`config.mk`:
```
export PLATFORM = sky130hd
export DESIGN_NAME = hwrf_regfile
export DESIGN_NICKNAME = d
export VERILOG_FILES = /design/src/rtl/hwrf_pkg.sv /design/src/rtl/hwrf_par_gen.sv /design/src/rtl/hwrf_lane.sv /design/src/rtl/hwrf_rd_port.sv /design/src/rtl/hwrf_regfile.sv
export SDC_FILE = /design/constraint.sdc
export NUM_CORES = 1
export LEC_CHECK = 0
export CAP_MARGIN = 20
export CORE_ASPECT_RATIO = 0.9
export CORE_MARGIN = 3
export CORE_UTILIZATION = 62
export DETAILED_ROUTE_END_ITERATION = 10
export PLACE_DENSITY_LB_ADDON = 0.15
export SETUP_SLACK_MARGIN = 0.15
export SLEW_MARGIN = 20
export SYNTH_ARGS = -nofsm -noshare
export SYNTH_HDL_FRONTEND = slang
export SYNTH_HIERARCHICAL = 1
export SYNTH_SLANG_ARGS = --single-unit
```
`constraint.sdc`:
```
create_clock -name clk -period 3.85 [get_ports clk]
set_input_delay 0.5775 -clock clk [delete_from_list [all_inputs] [get_ports clk]]
set_output_delay 0.5775 -clock clk [all_outputs]
set_load 0.05 [all_outputs]
```
`src/rtl/hwrf_pkg.sv`:
```
`timescale 1ns/1ps
package hwrf_pkg;
   // lane numbering inside one halfword entry
   typedef enum logic {
      LANE_LO = 1'b0,
      LANE_HI = 1'b1
   } lane_e;

   localparam int unsigned NUM_LANES = 2;

   // value of one stored byte after reset: zero data, parity set for odd rule
   function automatic logic [63:0] rst_word(input int unsigned data_w, input bit odd);
      logic [63:0] v;
      v = '0;
      v[data_w] = odd;
      return v;
   endfunction
endpackage

```
`src/rtl/hwrf_par_gen.sv`:
```
`timescale 1ns/1ps
module hwrf_par_gen #(
   parameter int unsigned DATA_W     = 8,
   parameter bit          ODD_PARITY = 1'b1
) (
   input  logic [DATA_W-1:0] din,
   output logic [DATA_W:0]   dout
);
   logic par;

   generate
      if (ODD_PARITY) begin : g_odd
         assign par = ~(^din);
      end else begin : g_even
         assign par = ^din;
      end
   endgenerate

   assign dout = {par, din};
endmodule

```
`src/rtl/hwrf_lane.sv`:
```
`timescale 1ns/1ps
module hwrf_lane #(
   parameter int unsigned ENTRIES    = 16,
   parameter int unsigned DATA_W     = 8,
   parameter bit          ODD_PARITY = 1'b1,
   localparam int unsigned BYTE_W    = DATA_W + 1,
   localparam int unsigned SEL_W     = (ENTRIES > 1) ? $clog2(ENTRIES) : 1
) (
   input  logic                      clk,
   input  logic                      rst_n,
   input  logic                      we,
   input  logic [SEL_W-1:0]          wsel,
   input  logic [BYTE_W-1:0]         wbyte,
   output logic [ENTRIES*BYTE_W-1:0] q_flat
);
   import hwrf_pkg::*;

   localparam logic [63:0]       RST_W   = rst_word(DATA_W, ODD_PARITY);
   localparam logic [BYTE_W-1:0] RST_VAL = RST_W[BYTE_W-1:0];

   for (genvar i = 0; i < ENTRIES; i++) begin : g_ent
      logic [BYTE_W-1:0] q;
      logic              hit;

      assign hit = we && (wsel == SEL_W'(i));

      always_ff @(posedge clk or negedge rst_n) begin
         if (!rst_n) begin
            q <= RST_VAL;
         end else if (hit) begin
            q <= wbyte;
         end
      end

      assign q_flat[i*BYTE_W +: BYTE_W] = q;
   end
endmodule

```
`src/rtl/hwrf_rd_port.sv`:
```
`timescale 1ns/1ps
module hwrf_rd_port #(
   parameter int unsigned ENTRIES    = 16,
   parameter int unsigned DATA_W     = 8,
   parameter bit          ODD_PARITY = 1'b1,
   localparam int unsigned BYTE_W    = DATA_W + 1,
   localparam int unsigned SEL_W     = (ENTRIES > 1) ? $clog2(ENTRIES) : 1
) (
   input  logic [SEL_W-1:0]          sel,
   input  logic [ENTRIES*BYTE_W-1:0] q_flat,
   output logic [BYTE_W-1:0]         rd_byte,
   output logic                      perr
);
   import hwrf_pkg::*;

   localparam logic [63:0]       RST_W   = rst_word(DATA_W, ODD_PARITY);
   localparam logic [BYTE_W-1:0] RST_VAL = RST_W[BYTE_W-1:0];

   always_comb begin
      rd_byte = RST_VAL;
      for (int k = 0; k < ENTRIES; k++) begin
         if (sel == SEL_W'(k)) begin
            rd_byte = q_flat[k*BYTE_W +: BYTE_W];
         end
      end
   end

   generate
      if (ODD_PARITY) begin : g_chk_odd
         assign perr = ~(^rd_byte);
      end else begin : g_chk_even
         assign perr = ^rd_byte;
      end
   endgenerate
endmodule

```
`src/rtl/hwrf_regfile.sv`:
```
`timescale 1ns/1ps
module hwrf_regfile #(
   parameter int unsigned ENTRIES    = 16,
   parameter int unsigned DATA_W     = 8,
   parameter bit          ODD_PARITY = 1'b1,
   localparam int unsigned BYTE_W    = DATA_W + 1,
   localparam int unsigned SEL_W     = (ENTRIES > 1) ? $clog2(ENTRIES) : 1
) (
   input  logic              clk,
   input  logic              rst_n,
   input  logic [SEL_W-1:0]  sel,
   input  logic [DATA_W-1:0] wdata,
   input  logic              wr_hi,
   input  logic              wr_lo,
   output logic [BYTE_W-1:0] rd_hi,
   output logic [BYTE_W-1:0] rd_lo,
   output logic              perr_hi,
   output logic              perr_lo,
   output logic              proto_err
);
   import hwrf_pkg::*;

   // elaboration-time parameter checks
   if (ENTRIES < 2) begin : g_bad_entries
      $error("hwrf_regfile: ENTRIES must be at least 2");
   end
   if (DATA_W < 1 || DATA_W > 32) begin : g_bad_width
      $error("hwrf_regfile: DATA_W must be 1..32");
   end

   logic [BYTE_W-1:0]         wbyte;
   logic [NUM_LANES-1:0]      lane_we;
   logic [BYTE_W-1:0]         lane_rd   [NUM_LANES];
   logic [NUM_LANES-1:0]      lane_perr;
   logic                      proto_q;

   hwrf_par_gen #(
      .DATA_W     (DATA_W),
      .ODD_PARITY (ODD_PARITY)
   ) u_pgen (
      .din  (wdata),
      .dout (wbyte)
   );

   assign lane_we[LANE_LO] = wr_lo;
   assign lane_we[LANE_HI] = wr_hi;

   for (genvar g = 0; g < NUM_LANES; g++) begin : g_lane
      logic [ENTRIES*BYTE_W-1:0] q_flat;

      hwrf_lane #(
         .ENTRIES    (ENTRIES),
         .DATA_W     (DATA_W),
         .ODD_PARITY (ODD_PARITY)
      ) u_store (
         .clk    (clk),
         .rst_n  (rst_n),
         .we     (lane_we[g]),
         .wsel   (sel),
         .wbyte  (wbyte),
         .q_flat (q_flat)
      );

      hwrf_rd_port #(
         .ENTRIES    (ENTRIES),
         .DATA_W     (DATA_W),
         .ODD_PARITY (ODD_PARITY)
      ) u_rd (
         .sel     (sel),
         .q_flat  (q_flat),
         .rd_byte (lane_rd[g]),
         .perr    (lane_perr[g])
      );
   end

   // one-cycle flag after an edge that saw both strobes
   always_ff @(posedge clk or negedge rst_n) begin
      if (!rst_n) begin
         proto_q <= 1'b0;
      end else begin
         proto_q <= wr_hi & wr_lo;
      end
   end

   assign rd_lo     = lane_rd[LANE_LO];
   assign rd_hi     = lane_rd[LANE_HI];
   assign perr_lo   = lane_perr[LANE_LO];
   assign perr_hi   = lane_perr[LANE_HI];
   assign proto_err = proto_q;
endmodule

```
# After elaboration in Yosys (flattened, before gate mapping)
# Index checks and enable logic that the tools add are counted.
totals:
  output_inout_bits: 21
  wordCells: 120
  regBits: 289
classes:
  eq_ne: 15
  n_reduce_logical: 36
  mux: 32
  n_bitwise: 4
op_table:
  columns: ["op", "count"]
  rows:
  - ["$mux W9", 32]
  - ["$eq A4 B4 Y1 const B", 8]
  - ["$logic_and A1 B1 Y1", 32]
  - ["$reduce_xor A9 Y1", 2]
  - ["$eq A4 B3 Y1 const B", 4]
  - ["$eq A4 B2 Y1 const B", 2]
  - ["$reduce_xor A8 Y1", 1]
  - ["$eq A4 B1 Y1 const B", 1]
  - ["$logic_not A4 Y1", 1]
  - ["$not A1 Y1", 3]
  - ["$and A1 B1 Y1", 1]

# Longest topological paths before layout
# Gate-level depths: netlist of run 1.
depth:
  depth_word: 19
  mapped_depth: 13

# By module
# The synthesis of run 1 kept the hierarchy.
modules_own_cells:
  columns: ["module", "instances", "area_each_um2", "seq_area_each_um2", "cells_per_inst"]
  rows:
  - ["hwrf_lane", 2, 5459.0, 3623.5, 327]
  - ["hwrf_rd_port", 2, 1666.6, 0.0, 232]
  - ["hwrf_par_gen", 1, 128.9, 0.0, 16]
  - ["hwrf_regfile", 1, 31.3, 25.0, 2]

# Worst setup path after synthesis of run 1
# OpenSTA, ideal clock, no wires.
synth_path:
  path_type: "input-to-output"
  from: "input sel[0]"
  to: "output perr_hi"
  path_stages: 12
  t_arrival_ns: 3.704
  slack_ns: -0.431
  path_cell_list: "buf_6 > buf_8 > buf_8 > buf_8 > buf_12 > mux4_2 > nor2_1 > a21oi_1 > a21oi_1 > o21ai_0 > xor2_1 > xnor3_1"
synth_via:
  elab_chain_len: 19
  elab_cells_between_ends: 34
  cone_classes: "eq/ne: 15; mux: 16; bitwise: 1; reduce/logical: 2"
synth_rtl:
  columns: ["item", "line_no", "source"]
  rows:
  - ["start, declared", "hwrf_regfile.sv:11", "input logic [SEL_W-1:0] sel,"]
  - ["$logic_not A4 Y1", "hwrf_rd_port.sv:22", "if (sel == SEL_W'(k)) begin"]
  - ["$mux W9 (15 in series)", "hwrf_rd_port.sv:22", null]
  - ["$mux W9 *", "hwrf_rd_port.sv:22", null]
  - ["named net rd_hi[3]", "hwrf_regfile.sv:15", "output logic [BYTE_W-1:0] rd_hi,"]
  - ["$reduce_xor A9 Y1 *", "hwrf_rd_port.sv:30", "assign perr = ~(^rd_byte);"]
  - ["$not A1 Y1 *", "hwrf_rd_port.sv:30", null]
  - ["end, declared", "hwrf_regfile.sv:17", "output logic perr_hi,"]
# The timed path passes the listed nets; every way through them passes the cells marked *.

# Worst setup path in the final report of run 1
layout_path:
  from: "input sel[1]"
  to: "output perr_lo"
layout_via:
  elab_chain_len: 19
  elab_cells_between_ends: 34
  cone_classes: "eq/ne: 15; mux: 16; bitwise: 1; reduce/logical: 2"
layout_rtl:
  columns: ["item", "line_no", "source"]
  rows:
  - ["$logic_not A4 Y1", "hwrf_rd_port.sv:22", null]
  - ["$mux W9 (15 in series)", "hwrf_rd_port.sv:22", null]
  - ["$mux W9 *", "hwrf_rd_port.sv:22", null]
  - ["$reduce_xor A9 Y1 *", "hwrf_rd_port.sv:30", null]
  - ["$not A1 Y1 *", "hwrf_rd_port.sv:30", null]
  - ["end, declared", "hwrf_regfile.sv:18", "output logic perr_lo,"]
# Every way passes the cells marked *; elsewhere a longest branch is shown, timed or not.

==> results_tabular.tex, run 1 <==
\begin{tabular}{lr}
\hline
Metric & Value \\
\hline
\multicolumn{2}{l}{\textbf{Route}} \\
Number of nets with antenna violations after routing & 0 \\
1st-iter DRT viols & 949 \\
Total DRC errors in the routed layout & 0 \\
Total via count in the routed design & 10.1k \\
Number of optimization iterations in the first detailed-route pass & 5 \\
Detailed Route WL & 38500 um \\
DR vias/cell & 6.50 \\
Routed length per instance & 24.9 um \\
\multicolumn{2}{l}{\textbf{Die}} \\
Row count & 52 \\
Height of the die & 151 um \\
Core area & 22600 um\^{}2 \\
Num ports & 37 \\
Width of the die & 167 um \\
Total Die Area & 25100 um\^{}2 \\
Initial core utilization & 63.6\% \\
\multicolumn{2}{l}{\textbf{Clock tree}} \\
CTS tree & built \\
\# H-tree levels & 1 \\
CTS Sinks & 289 \\
Clk root buf & sky130\_fd\_sc\_hd\_\_clkbuf\_16 \\
Number of buffers inserted by post-CTS setup repair & 0 \\
Max Root-Sink Buffers & 3 \\
Clock latency at the later pin of the worst-skew pair & 0.55 ns \\
Post-cts hold buffer count & 0 \\
Number of clock buffers inserted by TritonCTS & 30 \\
Clock input transition at the sequential cells of the worst setup and hold paths & 0.06 ns \\
\multicolumn{2}{l}{\textbf{Timing}} \\
Worst clock skew on the final layout & 0 ns \\
Slew @ Worst Pin & 0.896 ns \\
Total count of hold-check failures in the final report & 0 \\
Maximum clock frequency & 0.266 GHz \\
Final number of max-transition violations & 0 \\
Setup-failing EPs final & 0 \\
Worst slack on hold paths & 0.104 ns \\
Worst slew margin & 40.3\% \\
Final total negative setup slack & 0 ns \\
Setup repair after global routing missed its margin & yes \\
Min Tclk post-route & 3.77 ns \\
Share of the cycle needed by the critical path after routing & 97.8\% \\
\multicolumn{2}{l}{\textbf{Yosys}} \\
Count leader, synth & sky130\_fd\_sc\_hd\_\_mux2\_2 \\
Commonest register cell after synthesis & sky130\_fd\_sc\_hd\_\_dfrtp\_1 \\
Fraction of synthesized cell area taken by the top area cell type & 44.6\% \\
Number of enable flip-flop cells after synthesis & 0 \\
Proportion of synthesized chip area in sequential cells & 50.5\% \\
Register bit count reported by yosys & 289 \\
Count of cell types in the netlist & 69 \\
Synthesized cell area & 14400 um\^{}2 \\
Synth Warn \# & 6 \\
Synth Instances & 1136 \\
Number of nets produced by synthesis & 1152 \\
Cell types occupying the most area after synthesis & sky130\_fd\_sc\_hd\_\_dfrtp\_1 (45\%), sky130\_fd\_sc\_hd\_\_mux2\_2 (23\%), sky130\_fd\_sc\_hd\_\_dfstp\_2 (5.8\%) \\
Most frequent cells after synthesis & sky130\_fd\_sc\_hd\_\_mux2\_2 (298), sky130\_fd\_sc\_hd\_\_dfrtp\_1 (257), sky130\_fd\_sc\_hd\_\_nor2\_1 (56) \\
Syn\_area\_per\_cell & 12.7 um\^{}2 \\
Async set-reset flop share out of synthesis & 100\% \\
Area leader, netlist & sky130\_fd\_sc\_hd\_\_dfrtp\_1 \\
\multicolumn{2}{l}{\textbf{GRT}} \\
Total global routing track utilization & 30.8\% \\
First-pass GRT wire length & 60500 um \\
Largest net degree at the start of global routing & 117 \\
Vias in the first global route & 10.2k \\
Final global-route overflow total & 0 \\
Number of antenna violations at the first check in global routing & 1 \\
\multicolumn{2}{l}{\textbf{Power}} \\
Peak supply drop & 714 uV \\
Net Sw Frac & 29.1\% \\
Power, Total & 0.00981 W \\
Net Switching & 0.00286 W \\
Cell internal pwr & 0.00695 W \\
Logic pwr share & 26.4\% \\
Portion of total power attributed to sequential cells & 44.9\% \\
Clock network fraction of design power & 28.6\% \\
Cell Pwr Density & 587 nW/um\^{}2 \\
Leakage power summed over all cells & 7.20 nW \\
\multicolumn{2}{l}{\textbf{Critical path}} \\
Worst Path Max Fanout & 27 \\
Arrival time at the worst endpoint & 3.19 ns \\
Library cell contributing the largest single delay on the critical path & sky130\_fd\_sc\_hd\_\_or4\_4 \\
Critical Path RT & 3.27 ns \\
Max incr delay on CP & 0.54 ns \\
Crit-path cells & buf\_6, buf\_12, nand2\_1, nor2\_1, a32oi\_1, nor2\_1, or4\_4, xor2\_2, xor3\_1, xnor3\_2, buf\_12 \\
Crit path launch type & input pin \\
CP Capture Type & primary output \\
Critical Setup Path Class & input pin to primary output \\
\multicolumn{2}{l}{\textbf{Job}} \\
MaxCap Viol Count & 0 \\
\multicolumn{2}{l}{\textbf{Layout}} \\
\# diodes & 0 \\
Proportion of layout cells with a drive suffix above 1 & 45.8\% \\
Fillcell total & 1538 \\
Summed area of non-filler cells in the final layout & 16700 um\^{}2 \\
Relative area change from synthesis to final layout & 15.9\% \\
Final Net Count & 1242 \\
\multicolumn{2}{l}{\textbf{Placement}} \\
Placer congestion estimate & 0.979 \\
Placed wire-length estimate & 25400 um \\
Count of buffers inserted at the top-level ports & 36 \\
Placed Area & 15600 um\^{}2 \\
\multicolumn{2}{l}{\textbf{Hold path}} \\
Worst min path class & input pin to asynchronous set/reset pin \\
\multicolumn{2}{l}{\textbf{Outcome}} \\
Result of the run & finished, final reports clean \\
\hline
\end{tabular}
[sequential cells by signal (all words and copies together) (netlist names)]
name	flops
g_lane.u_store/g_ent.q	288
proto_err	1
[what timing repair did]
| item | CTS | global route |
|---|---|---|
| pin swaps | 2 | 0 |
| cloned | 1 | 0 |
| gates resized for setup | 22 | 1 |
| setup endpoints to repair | 2 | 2 |
[area by class of cell]
cell class / count / area [um^2] / share of cell area, %
clock buffer: 48 / 880 / 5.27
clock inverter: 8 / 72.6 / 0.435
inverter: 14 / 63.8 / 0.382
multi-input combinational: 748 / 6580 / 39.4
sequential: 289 / 7270 / 43.5
tap: 297 / 372 / 2.23
timing repair buffer: 143 / 1460 / 8.73
[cell families after synthesis]
group,count (synthesis),synth area share (%)
mux,350,28.2
flops,289,50.5
simple gates,195,6.88
compound gates,186,8.58
buf+inv,99,4.25
xor+xnor,17,1.62
[worst max-delay path, delay by kind of cell]
| family | cells | cell delay, ns |
|---|---|---|
| compound gates | 1 | 0.23 |
| buf+inv | 3 | 0.51 |
| simple gates | 4 | 0.94 |
| xor+xnor | 3 | 0.89 |
[layout by cell type, fill, tap and decap left out, types with 3 or more instances in the layout]
master	synthesis	routed
sky130_fd_sc_hd__a21oi_2	0	4
sky130_fd_sc_hd__clkdlybuf4s50_1	0	11
sky130_fd_sc_hd__clkbuf_16	0	31
sky130_fd_sc_hd__clkbuf_8	0	4
sky130_fd_sc_hd__xnor3_2	0	3
sky130_fd_sc_hd__a21oi_1	48	44
sky130_fd_sc_hd__o21ai_1	4	4
sky130_fd_sc_hd__o2bb2ai_1	4	4
sky130_fd_sc_hd__a22oi_1	4	4
sky130_fd_sc_hd__dfstp_2	32	32
sky130_fd_sc_hd__o32ai_1	4	4
sky130_fd_sc_hd__xnor2_1	7	6
sky130_fd_sc_hd__nand2b_1	18	16
sky130_fd_sc_hd__buf_4	19	104
sky130_fd_sc_hd__nor3_1	12	12
sky130_fd_sc_hd__clkbuf_1	30	13
sky130_fd_sc_hd__xor2_1	4	3
sky130_fd_sc_hd__o211ai_1	8	8
sky130_fd_sc_hd__or3_1	8	8
sky130_fd_sc_hd__mux4_2	14	14
sky130_fd_sc_hd__o21ai_0	40	38
sky130_fd_sc_hd__dfrtp_1	257	257
sky130_fd_sc_hd__mux2i_1	34	34
sky130_fd_sc_hd__clkinv_2	0	7
sky130_fd_sc_hd__nor2_2	18	19
sky130_fd_sc_hd__nand2_1	46	46
sky130_fd_sc_hd__nand3b_1	8	8
sky130_fd_sc_hd__a2bb2oi_1	4	4
sky130_fd_sc_hd__buf_12	2	24
sky130_fd_sc_hd__o22ai_1	24	24
sky130_fd_sc_hd__o221ai_1	6	6
sky130_fd_sc_hd__nand3_1	6	6
sky130_fd_sc_hd__a22o_1	4	4
sky130_fd_sc_hd__mux2_2	298	298
sky130_fd_sc_hd__nor2_1	56	55
sky130_fd_sc_hd__nor3b_1	4	4
sky130_fd_sc_hd__inv_1	10	9
[power by group through the flow]
stage	combinational, W	clock, W	sequential (W)
after floorplan	0.00174	0	0.00427
after global placement	0.00247	0	0.00441
after detailed placement	0.00254	0	0.00445
after CTS	0.00258	0.00285	0.00440
after global routing	0.00275	0.00297	0.00450
final	0.00259	0.00281	0.00441
[per-stage QoR]
step	cells	worst slack [ns]	utilization, %
after floorplan	1136	0.101	-
after global placement	1490	0.0241	69.1
after detailed placement	1490	-0.0478	69.1
after CTS	1547	0.159	73.7
after global routing	1547	0.0835	73.8
final	1547	0.0846	73.8
[layer usage]
layer / up-vias / share of wire, % / routed length (um) / global-route usage [%]
li1: 4343 / - / - / -
met1: 5207 / 44 / 17100 / 46.2
met2: 439 / 45 / 17200 / 47.0
met3: 60 / 9.3 / 3580 / 7.38
met4: 2 / 1.7 / 658 / 5.36
met5: - / 0.034 / 13 / 0
[worst paths after layout]
check / startpoint / to / slack (ns) / cells past startpoint
min in group clk: g_lane[1].u_store/g_ent[6].q[4]$_DFFE_PN0P_ / g_lane[1].u_store/g_ent[6].q[4]$_DFFE_PN0P_ / 0.50 / 1
worst max-delay path: sel[1] / perr_lo / 0.08 / 11
max in group asynchronous: rst_n / g_lane[0].u_store/g_ent[6].q[8]$_DFFE_PN1P_ / 2.75 / 2
worst max register to register: g_lane[0].u_store/g_ent[11].q[2]$_DFFE_PN0P_ / g_lane[0].u_store/g_ent[11].q[2]$_DFFE_PN0P_ / 3.04 / 1
worst min-delay path: rst_n / g_lane[1].u_store/g_ent[15].q[4]$_DFFE_PN0P_ / 0.10 / 1
worst min register to register: g_lane[1].u_store/g_ent[6].q[4]$_DFFE_PN0P_ / g_lane[1].u_store/g_ent[6].q[4]$_DFFE_PN0P_ / 0.50 / 1
Note: power is estimated with default switching activity, not from simulation.
==> run 2: changes to the inputs <==
- PLACE_DENSITY_LB_ADDON: 0.15 -> 0.08
- RECOVER_POWER: not set -> 25
==> results_tabular.tex, run 2 (synthesized netlist as in run 1, its figures left out) <==
\begin{tabular}{lr}
\hline
Metric & Value \\
\hline
\multicolumn{2}{l}{\textbf{Clock tree}} \\
Max Root-Sink Buffers & 3 (unchanged) \\
Clock input transition at the sequential cells of the worst setup and hold paths & 0.06 ns (about the same) \\
CTS Sinks & 289 (unchanged) \\
Number of clock buffers inserted by TritonCTS & 30 (unchanged) \\
\# H-tree levels & 1 (unchanged) \\
CTS tree & built \\
Clk root buf & sky130\_fd\_sc\_hd\_\_clkbuf\_16 \\
Clock latency at the later pin of the worst-skew pair & 0.55 ns (about the same) \\
\multicolumn{2}{l}{\textbf{Timing}} \\
Total count of hold-check failures in the final report & 0 (unchanged) \\
Worst slew margin & -51.5\% (-92 points) \\
Final number of max-transition violations & 85 (+85) \\
Worst clock skew on the final layout & 0 ns (unchanged) \\
Maximum clock frequency & 0.269 GHz (+1.3\%) \\
Min Tclk post-route & 3.72 ns (-0.0486 ns) \\
Setup repair after global routing missed its margin & yes \\
Share of the cycle needed by the critical path after routing & 96.5\% (-1.3 points) \\
Worst Setup Slack, final & 0.133 ns (+0.0486 ns) \\
Slew @ Worst Pin & 2.27 ns (+1.38 ns) \\
Setup-failing EPs final & 0 (unchanged) \\
\multicolumn{2}{l}{\textbf{Critical path}} \\
Origin of the worst setup path & sel[3] \\
Max incr delay on CP & 0.45 ns (-0.09 ns) \\
Library cell contributing the largest single delay on the critical path & sky130\_fd\_sc\_hd\_\_xor3\_2 \\
Crit path launch type & input pin \\
Setup slack of the most critical reg-to-reg path & 3.02 ns (-0.02 ns) \\
Reg-to-reg critical path endpoint & g\_lane[0].u\_store/g\_ent[0].q[6]\$\_DFFE\_PN0P\_ \\
Crit-path cells & buf\_6, clkinvlp\_4, buf\_4, o311ai\_0, a2bb2oi\_2, o2bb2ai\_2, xnor3\_1, xor3\_2, xnor3\_2, buf\_12 \\
CP Capture Type & primary output \\
Critical Path RT & 3.27 ns (about the same) \\
Worst Path Max Fanout & 17 (-37\%) \\
End point of the critical path & perr\_hi \\
Cell depth of the worst flop-to-flop path & 1 (unchanged) \\
Arrival time at the worst endpoint & 3.14 ns (-0.05 ns) \\
Reg2Reg Launch Point & g\_lane[0].u\_store/g\_ent[0].q[6]\$\_DFFE\_PN0P\_ \\
Critical Setup Path Class & input pin to primary output \\
\multicolumn{2}{l}{\textbf{Power}} \\
Leakage power summed over all cells & 7.36 nW (+2.2\%) \\
Cell Pwr Density & 603 nW/um\^{}2 (+2.7\%) \\
Peak supply drop & 877 uV (+23\%) \\
\multicolumn{2}{l}{\textbf{GRT}} \\
Met3 global-route usage & 6.17\% (-1.2 points) \\
Number of antenna violations at the first check in global routing & 0 (-1) \\
Vias in the first global route & 10.3k (+1.7\%) \\
First-pass GRT wire length & 60200 um (-0.47\%) \\
Final global-route overflow total & 0 (unchanged) \\
Largest net degree at the start of global routing & 88 (-25\%) \\
Most heavily used metal layer in global routing & met1 \\
Global Route met1 Usage & 47.4\% (+1.2 points) \\
Total global routing track utilization & 30.7\% (-0.12 points) \\
Grt met2 use & 45.2\% (-1.9 points) \\
\multicolumn{2}{l}{\textbf{Route}} \\
Total DRC errors in the routed layout & 0 (unchanged) \\
Total via count in the routed design & 10.2k (+1.1\%) \\
Routed length per instance & 24.8 um (-0.30\%) \\
Number of nets with antenna violations after routing & 0 (unchanged) \\
1st-iter DRT viols & 952 (+0.32\%) \\
DR vias/cell & 6.54 (+0.58\%) \\
Detailed Route WL & 38600 um (+0.22\%) \\
Number of optimization iterations in the first detailed-route pass & 5 (unchanged) \\
\multicolumn{2}{l}{\textbf{Placement}} \\
Dpl cells & 1488 (-0.13\%) \\
Placer congestion estimate & 0.934 (-4.6\%) \\
Worst slack, placed & -0.0447 ns (+0.00309 ns) \\
Count of buffers inserted at the top-level ports & 36 (unchanged) \\
Placed wire-length estimate & 25100 um (-0.97\%) \\
\multicolumn{2}{l}{\textbf{Die}} \\
Height of the die & 151 um (unchanged) \\
Core area & 22600 um\^{}2 (unchanged) \\
Row count & 52 (unchanged) \\
Width of the die & 167 um (unchanged) \\
Num ports & 37 (unchanged) \\
Total Die Area & 25100 um\^{}2 (unchanged) \\
Initial core utilization & 63.6\% (unchanged) \\
\multicolumn{2}{l}{\textbf{Layout}} \\
Proportion of layout cells with a drive suffix above 1 & 48.8\% (+3.0 points) \\
Filler-free cell count of the finished design & 1555 (+0.52\%) \\
Relative area change from synthesis to final layout & 18.3\% \\
Area used by sequential logic in the layout & 7270 um\^{}2 (unchanged) \\
Leading cell type in the layout, fill and taps excluded & sky130\_fd\_sc\_hd\_\_mux2\_2 \\
Fillcell total & 1488 (-3.3\%) \\
Area used by multi-input combinational logic & 6720 um\^{}2 (+2.0\%) \\
Top library cells by usage in the layout, fill and taps aside & sky130\_fd\_sc\_hd\_\_mux2\_2 (298), sky130\_fd\_sc\_hd\_\_dfrtp\_1 (257), sky130\_fd\_sc\_hd\_\_buf\_4 (110) \\
\# diodes & 0 (unchanged) \\
Flip-flop count of the largest register after layout & 288 (unchanged) \\
Most flop-heavy register & g\_lane.u\_store/g\_ent.q \\
Final Net Count & 1250 (+0.64\%) \\
\multicolumn{2}{l}{\textbf{Outcome}} \\
Failing checks & max-capacitance violations, max-slew violations \\
Result of the run & finished, violations left \\
\multicolumn{2}{l}{\textbf{Job}} \\
MaxCap Viol Count & 1 (+1) \\
\multicolumn{2}{l}{\textbf{Hold path}} \\
Worst min path class & register to register \\
\hline
\end{tabular}
==> run 2: worst min-delay path by stage <==
stage | from | endpoint | slack [ns] | depth (start not counted)
after floorplan | rst_n | g_lane[0].u_store/g_ent[0].q[0]$_DFFE_PN0P_ | 0.28 | 0
after global placement | g_lane[0].u_store/g_ent[0].q[5]$_DFFE_PN0P_ | g_lane[0].u_store/g_ent[0].q[5]$_DFFE_PN0P_ | 0.48 | 1
after detailed placement | g_lane[0].u_store/g_ent[2].q[3]$_DFFE_PN0P_ | g_lane[0].u_store/g_ent[2].q[3]$_DFFE_PN0P_ | 0.49 | 1
after CTS | rst_n | g_lane[1].u_store/g_ent[14].q[4]$_DFFE_PN0P_ | 0.05 | 1
after global routing | g_lane[0].u_store/g_ent[6].q[5]$_DFFE_PN0P_ | g_lane[0].u_store/g_ent[6].q[5]$_DFFE_PN0P_ | 0.52 | 1
final | g_lane[1].u_store/g_ent[2].q[1]$_DFFE_PN0P_ | g_lane[1].u_store/g_ent[2].q[1]$_DFFE_PN0P_ | 0.50 | 1
==> run 2: metal layers <==
metal / part of all wire (%) / wire (um)
met1: 45 / 17400
met2: 43 / 16700
met3: 9.4 / 3650
met4: 2.2 / 857
met5: 0 / 0
==> run 2: critical path: cells and delay by family <==
kind / cells / cell delay [ns]
buffers and inverters: 4 / 0.66
AO/OA/AOI/OAI: 3 / 0.73
XOR/XNOR: 3 / 1.14
==> run 2: area by class of cell <==
class | count | share of cell area [%]
tap | 297 | 2.18
multi-input combinational | 748 | 39.4
timing repair buffer | 151 | 8.84
sequential | 289 | 42.7
inverter | 14 | 0.382
clock buffer | 39 | 5.20
clock inverter | 17 | 1.34
==> run 2: report_power, final <==
| part | switching (W) | internal (W) |
|---|---|---|
| combinational | 0.00125 | 0.00141 |
| sequential | 0.000466 | 0.00396 |
| clock | 0.00124 | 0.00196 |
==> run 2: stage by stage <==
step | hold WS (ns) | instance area, um^2 | setup TNS [ns] | power, W | util, %
2_1_floorplan | 0.282 | 14400 | 0 | 0.00602 | -
3_3_place_gp | 0.482 | 15600 | -0.0917 | 0.00690 | 68.8
3_5_place_dp | 0.489 | 15600 | -0.0885 | 0.00699 | 68.9
4_1_cts | 0.0501 | 16900 | 0 | 0.0102 | 74.5
5_1_grt | 0.519 | 17000 | 0 | 0.0107 | 75.3
6_report | 0.503 | 17000 | 0 | 0.0103 | 75.3
==> run 2: what timing repair did <==
item | CTS | global route
setup endpoints to repair | 2 | 2
buffers inserted | 3 | 6
hold buffers | 0 | 0
cloned | 2 | 0
gates resized for setup | 18 | 35
pin swaps | 2 | 12
==> run 3: changes to the inputs <==
- CTS_BUF_LIST: not set -> sky130_fd_sc_hd__clkbuf_4
- CTS_CLUSTER_SIZE: not set -> 28
- DONT_BUFFER_PORTS: not set -> 1
==> results_tabular.tex, run 3 (synthesized netlist as in run 1, its figures left out) <==
\begin{tabular}{lr}
\hline
Metric & Value \\
\hline
\multicolumn{2}{l}{\textbf{Timing}} \\
Setup repair after global routing missed its margin & yes \\
Share of the cycle needed by the critical path after routing & 101\% (+4.0 points) \\
Final number of max-transition violations & 0 (-100\%) \\
Total count of hold-check failures in the final report & 266 (+266) \\
Maximum clock frequency & 0.258 GHz (-4.0\%) \\
Setup-failing EPs final & 1 (+1) \\
Worst slew margin & 42.3\% (+94 points) \\
Worst clock skew on the final layout & 0 ns (unchanged) \\
Slew @ Worst Pin & 0.862 ns (-1.41 ns) \\
Worst Setup Slack, final & -0.0212 ns (-0.154 ns) \\
Min Tclk post-route & 3.87 ns (+0.154 ns) \\
Worst slack on hold paths & -0.417 ns (-0.920 ns) \\
Final total negative setup slack & -0.0212 ns (-0.0212 ns) \\
\multicolumn{2}{l}{\textbf{Die}} \\
Core area & 22600 um\^{}2 (unchanged) \\
Initial core utilization & 63.6\% (unchanged) \\
Height of the die & 151 um (unchanged) \\
Row count & 52 (unchanged) \\
Width of the die & 167 um (unchanged) \\
Total Die Area & 25100 um\^{}2 (unchanged) \\
Num ports & 37 (unchanged) \\
\multicolumn{2}{l}{\textbf{Outcome}} \\
Result of the run & finished, violations left \\
Failing checks & negative hold slack, negative setup slack \\
\multicolumn{2}{l}{\textbf{Clock tree}} \\
CTS tree & built \\
CTS Sinks & 289 (unchanged) \\
Max Root-Sink Buffers & 3 (unchanged) \\
\# H-tree levels & 3 (+2) \\
Clock latency at the later pin of the worst-skew pair & 0.69 ns (+0.14 ns) \\
Number of clock buffers inserted by TritonCTS & 76 (+150\%) \\
Clk root buf & sky130\_fd\_sc\_hd\_\_clkbuf\_4 \\
Clock input transition at the sequential cells of the worst setup and hold paths & 0.07 ns (about the same) \\
\multicolumn{2}{l}{\textbf{Critical path}} \\
Crit-path cells & mux4\_2, nor3\_4, a21oi\_2, o2bb2ai\_2, xnor3\_1, xor3\_1, xnor3\_2, buf\_12 \\
CP Capture Type & primary output \\
Library cell contributing the largest single delay on the critical path & sky130\_fd\_sc\_hd\_\_mux4\_2 \\
Largest delay contributor family on the critical path & XOR/XNOR gates \\
Max incr delay on CP & 0.49 ns (+0.04 ns) \\
Crit path launch type & register \\
Critical Path RT & 3.27 ns (about the same) \\
Arrival time at the worst endpoint & 3.29 ns (+0.15 ns) \\
Worst path buffer plus inverter count & 1 (-3) \\
Critical Setup Path Class & register to primary output \\
Worst Path Max Fanout & 2 (-15) \\
\multicolumn{2}{l}{\textbf{GRT}} \\
Vias in the first global route & 9835 (-4.9\%) \\
Final global-route overflow total & 0 (unchanged) \\
Number of antenna violations at the first check in global routing & 2 (+2) \\
Total global routing track utilization & 29.8\% (-0.94 points) \\
Largest net degree at the start of global routing & 290 (+230\%) \\
First-pass GRT wire length & 57800 um (-3.9\%) \\
\multicolumn{2}{l}{\textbf{Layout}} \\
Top library cells by usage in the layout, fill and taps aside & sky130\_fd\_sc\_hd\_\_mux2\_2 (298), sky130\_fd\_sc\_hd\_\_dfrtp\_1 (257), sky130\_fd\_sc\_hd\_\_clkbuf\_4 (117) \\
Most flop-heavy register & g\_lane.u\_store/g\_ent.q \\
Proportion of layout cells with a drive suffix above 1 & 44.5\% (-4.3 points) \\
Leading cell type in the layout, fill and taps excluded & sky130\_fd\_sc\_hd\_\_mux2\_2 \\
Relative area change from synthesis to final layout & 9.15\% \\
Final Net Count & 1192 (-4.6\%) \\
Summed area of non-filler cells in the final layout & 15700 um\^{}2 (-7.7\%) \\
Flip-flop count of the largest register after layout & 288 (unchanged) \\
\multicolumn{2}{l}{\textbf{Placement}} \\
Worst slack, placed & 0.402 ns (+0.447 ns) \\
Placed wire-length estimate & 21800 um (-13\%) \\
Count of buffers inserted at the top-level ports & 0 (-100\%) \\
Placer congestion estimate & 0.928 (-0.67\%) \\
Placed Area & 14500 um\^{}2 (-7.1\%) \\
\multicolumn{2}{l}{\textbf{Power}} \\
Peak supply drop & 677 uV (-23\%) \\
Cell Pwr Density & 596 nW/um\^{}2 (-1.1\%) \\
Leakage power summed over all cells & 6.76 nW (-8.1\%) \\
\multicolumn{2}{l}{\textbf{Route}} \\
DR vias/cell & 6.49 (-0.70\%) \\
Total DRC errors in the routed layout & 0 (unchanged) \\
Routed length per instance & 25.4 um (+2.3\%) \\
Detailed Route WL & 38900 um (+0.74\%) \\
Total via count in the routed design & 9935 (-2.2\%) \\
1st-iter DRT viols & 1056 (+11\%) \\
Number of nets with antenna violations after routing & 0 (unchanged) \\
Number of optimization iterations in the first detailed-route pass & 5 (unchanged) \\
\multicolumn{2}{l}{\textbf{Hold path}} \\
Worst min path class & input pin to asynchronous set/reset pin \\
\multicolumn{2}{l}{\textbf{Job}} \\
MaxCap Viol Count & 0 (-1) \\
\hline
\end{tabular}
==> run 3: cell count changes in the layout (fill, tap and decap cells not counted), moves of 4 or more <==
cell and delta:
sky130_fd_sc_hd__nand2b_1 +5, sky130_fd_sc_hd__clkinvlp_4 -4, sky130_fd_sc_hd__buf_4 -82, sky130_fd_sc_hd__clkinv_2 -9, sky130_fd_sc_hd__clkbuf_4 +117, sky130_fd_sc_hd__o22ai_1 +6, sky130_fd_sc_hd__dlygate4sd3_1 +16, sky130_fd_sc_hd__inv_2 +4
sky130_fd_sc_hd__buf_12 -18, sky130_fd_sc_hd__clkbuf_16 -31, sky130_fd_sc_hd__o22ai_2 -5, sky130_fd_sc_hd__clkdlybuf4s50_1 -10, sky130_fd_sc_hd__clkbuf_8 -8, sky130_fd_sc_hd__clkinv_1 +15
==> run 3: layer usage <==
layer / global-route usage [%] / vias to the layer above / routed length, um
met5: 0 / - / 0
met4: 7.88 / 0 / 707
met3: 9.03 / 66 / 3810
met2: 42.6 / 452 / 16700
met1: 44.6 / 5116 / 17600
li1: - / 4301 / -
==> run 3: worst paths after layout <==
| path | cells after the start | from | slack [ns] | end |
|---|---|---|---|---|
| min in group clk | 1 | wdata[1] | 0.04 | g_lane[1].u_store/g_ent[4].q[1]$_DFFE_PN0P_ |
| setup / recovery | 8 | g_lane[0].u_store/g_ent[3].q[8]$_DFFE_PN1P_ | -0.02 | perr_lo |
| max in group asynchronous | 0 | rst_n | 3.65 | g_lane[1].u_store/g_ent[3].q[6]$_DFFE_PN0P_ |
| hold / removal | 0 | rst_n | -0.42 | g_lane[1].u_store/g_ent[12].q[0]$_DFFE_PN0P_ |
| hold reg to reg | 1 | g_lane[1].u_store/g_ent[7].q[5]$_DFFE_PN0P_ | 0.50 | g_lane[1].u_store/g_ent[7].q[5]$_DFFE_PN0P_ |
| setup reg to reg | 1 | g_lane[1].u_store/g_ent[3].q[6]$_DFFE_PN0P_ | 3.01 | g_lane[1].u_store/g_ent[3].q[6]$_DFFE_PN0P_ |
==> run 3: stage by stage <==
| step | util (%) | total power (W) | instances |
|---|---|---|---|
| CTS | 68.7 | 0.00936 | 1517 |
| global placement | 64.0 | 0.00650 | 1376 |
| finish | 69.5 | 0.00938 | 1531 |
| floorplan | - | 0.00602 | 1136 |
| global route | 69.5 | 0.00983 | 1531 |
| detailed placement | 64.0 | 0.00657 | 1376 |
==> run 3: report_power, final <==
group | internal [W] | switching, W
Clock | 0.00151 | 0.00125
Sequential | 0.00395 | 0.000441
Combinational | 0.00122 | 0.00100
Total | 0.00669 | 0.00269
==> run 3: layout make-up <==
class | instances | area [um^2]
antenna | 1 | 2.50
multi-input combinational | 748 | 6610
clock inverter | 18 | 120
timing repair buffer | 47 | 420
tap | 297 | 372
clock buffer | 117 | 878
sequential | 289 | 7270
fill | 1686 | 6910
inverter | 14 | 52.6
==> run 3: repair_timing <==
| item | 4_1_cts | 5_1_grt |
|---|---|---|
| resized for setup | 4 | 10 |
| buffers inserted | 0 | 2 |
| pin swaps | 1 | 7 |
| hold buffers | 6 | 11 |
| endpoints found under the hold margin | 295 | 361 |
| setup endpoints to repair | 2 | 2 |
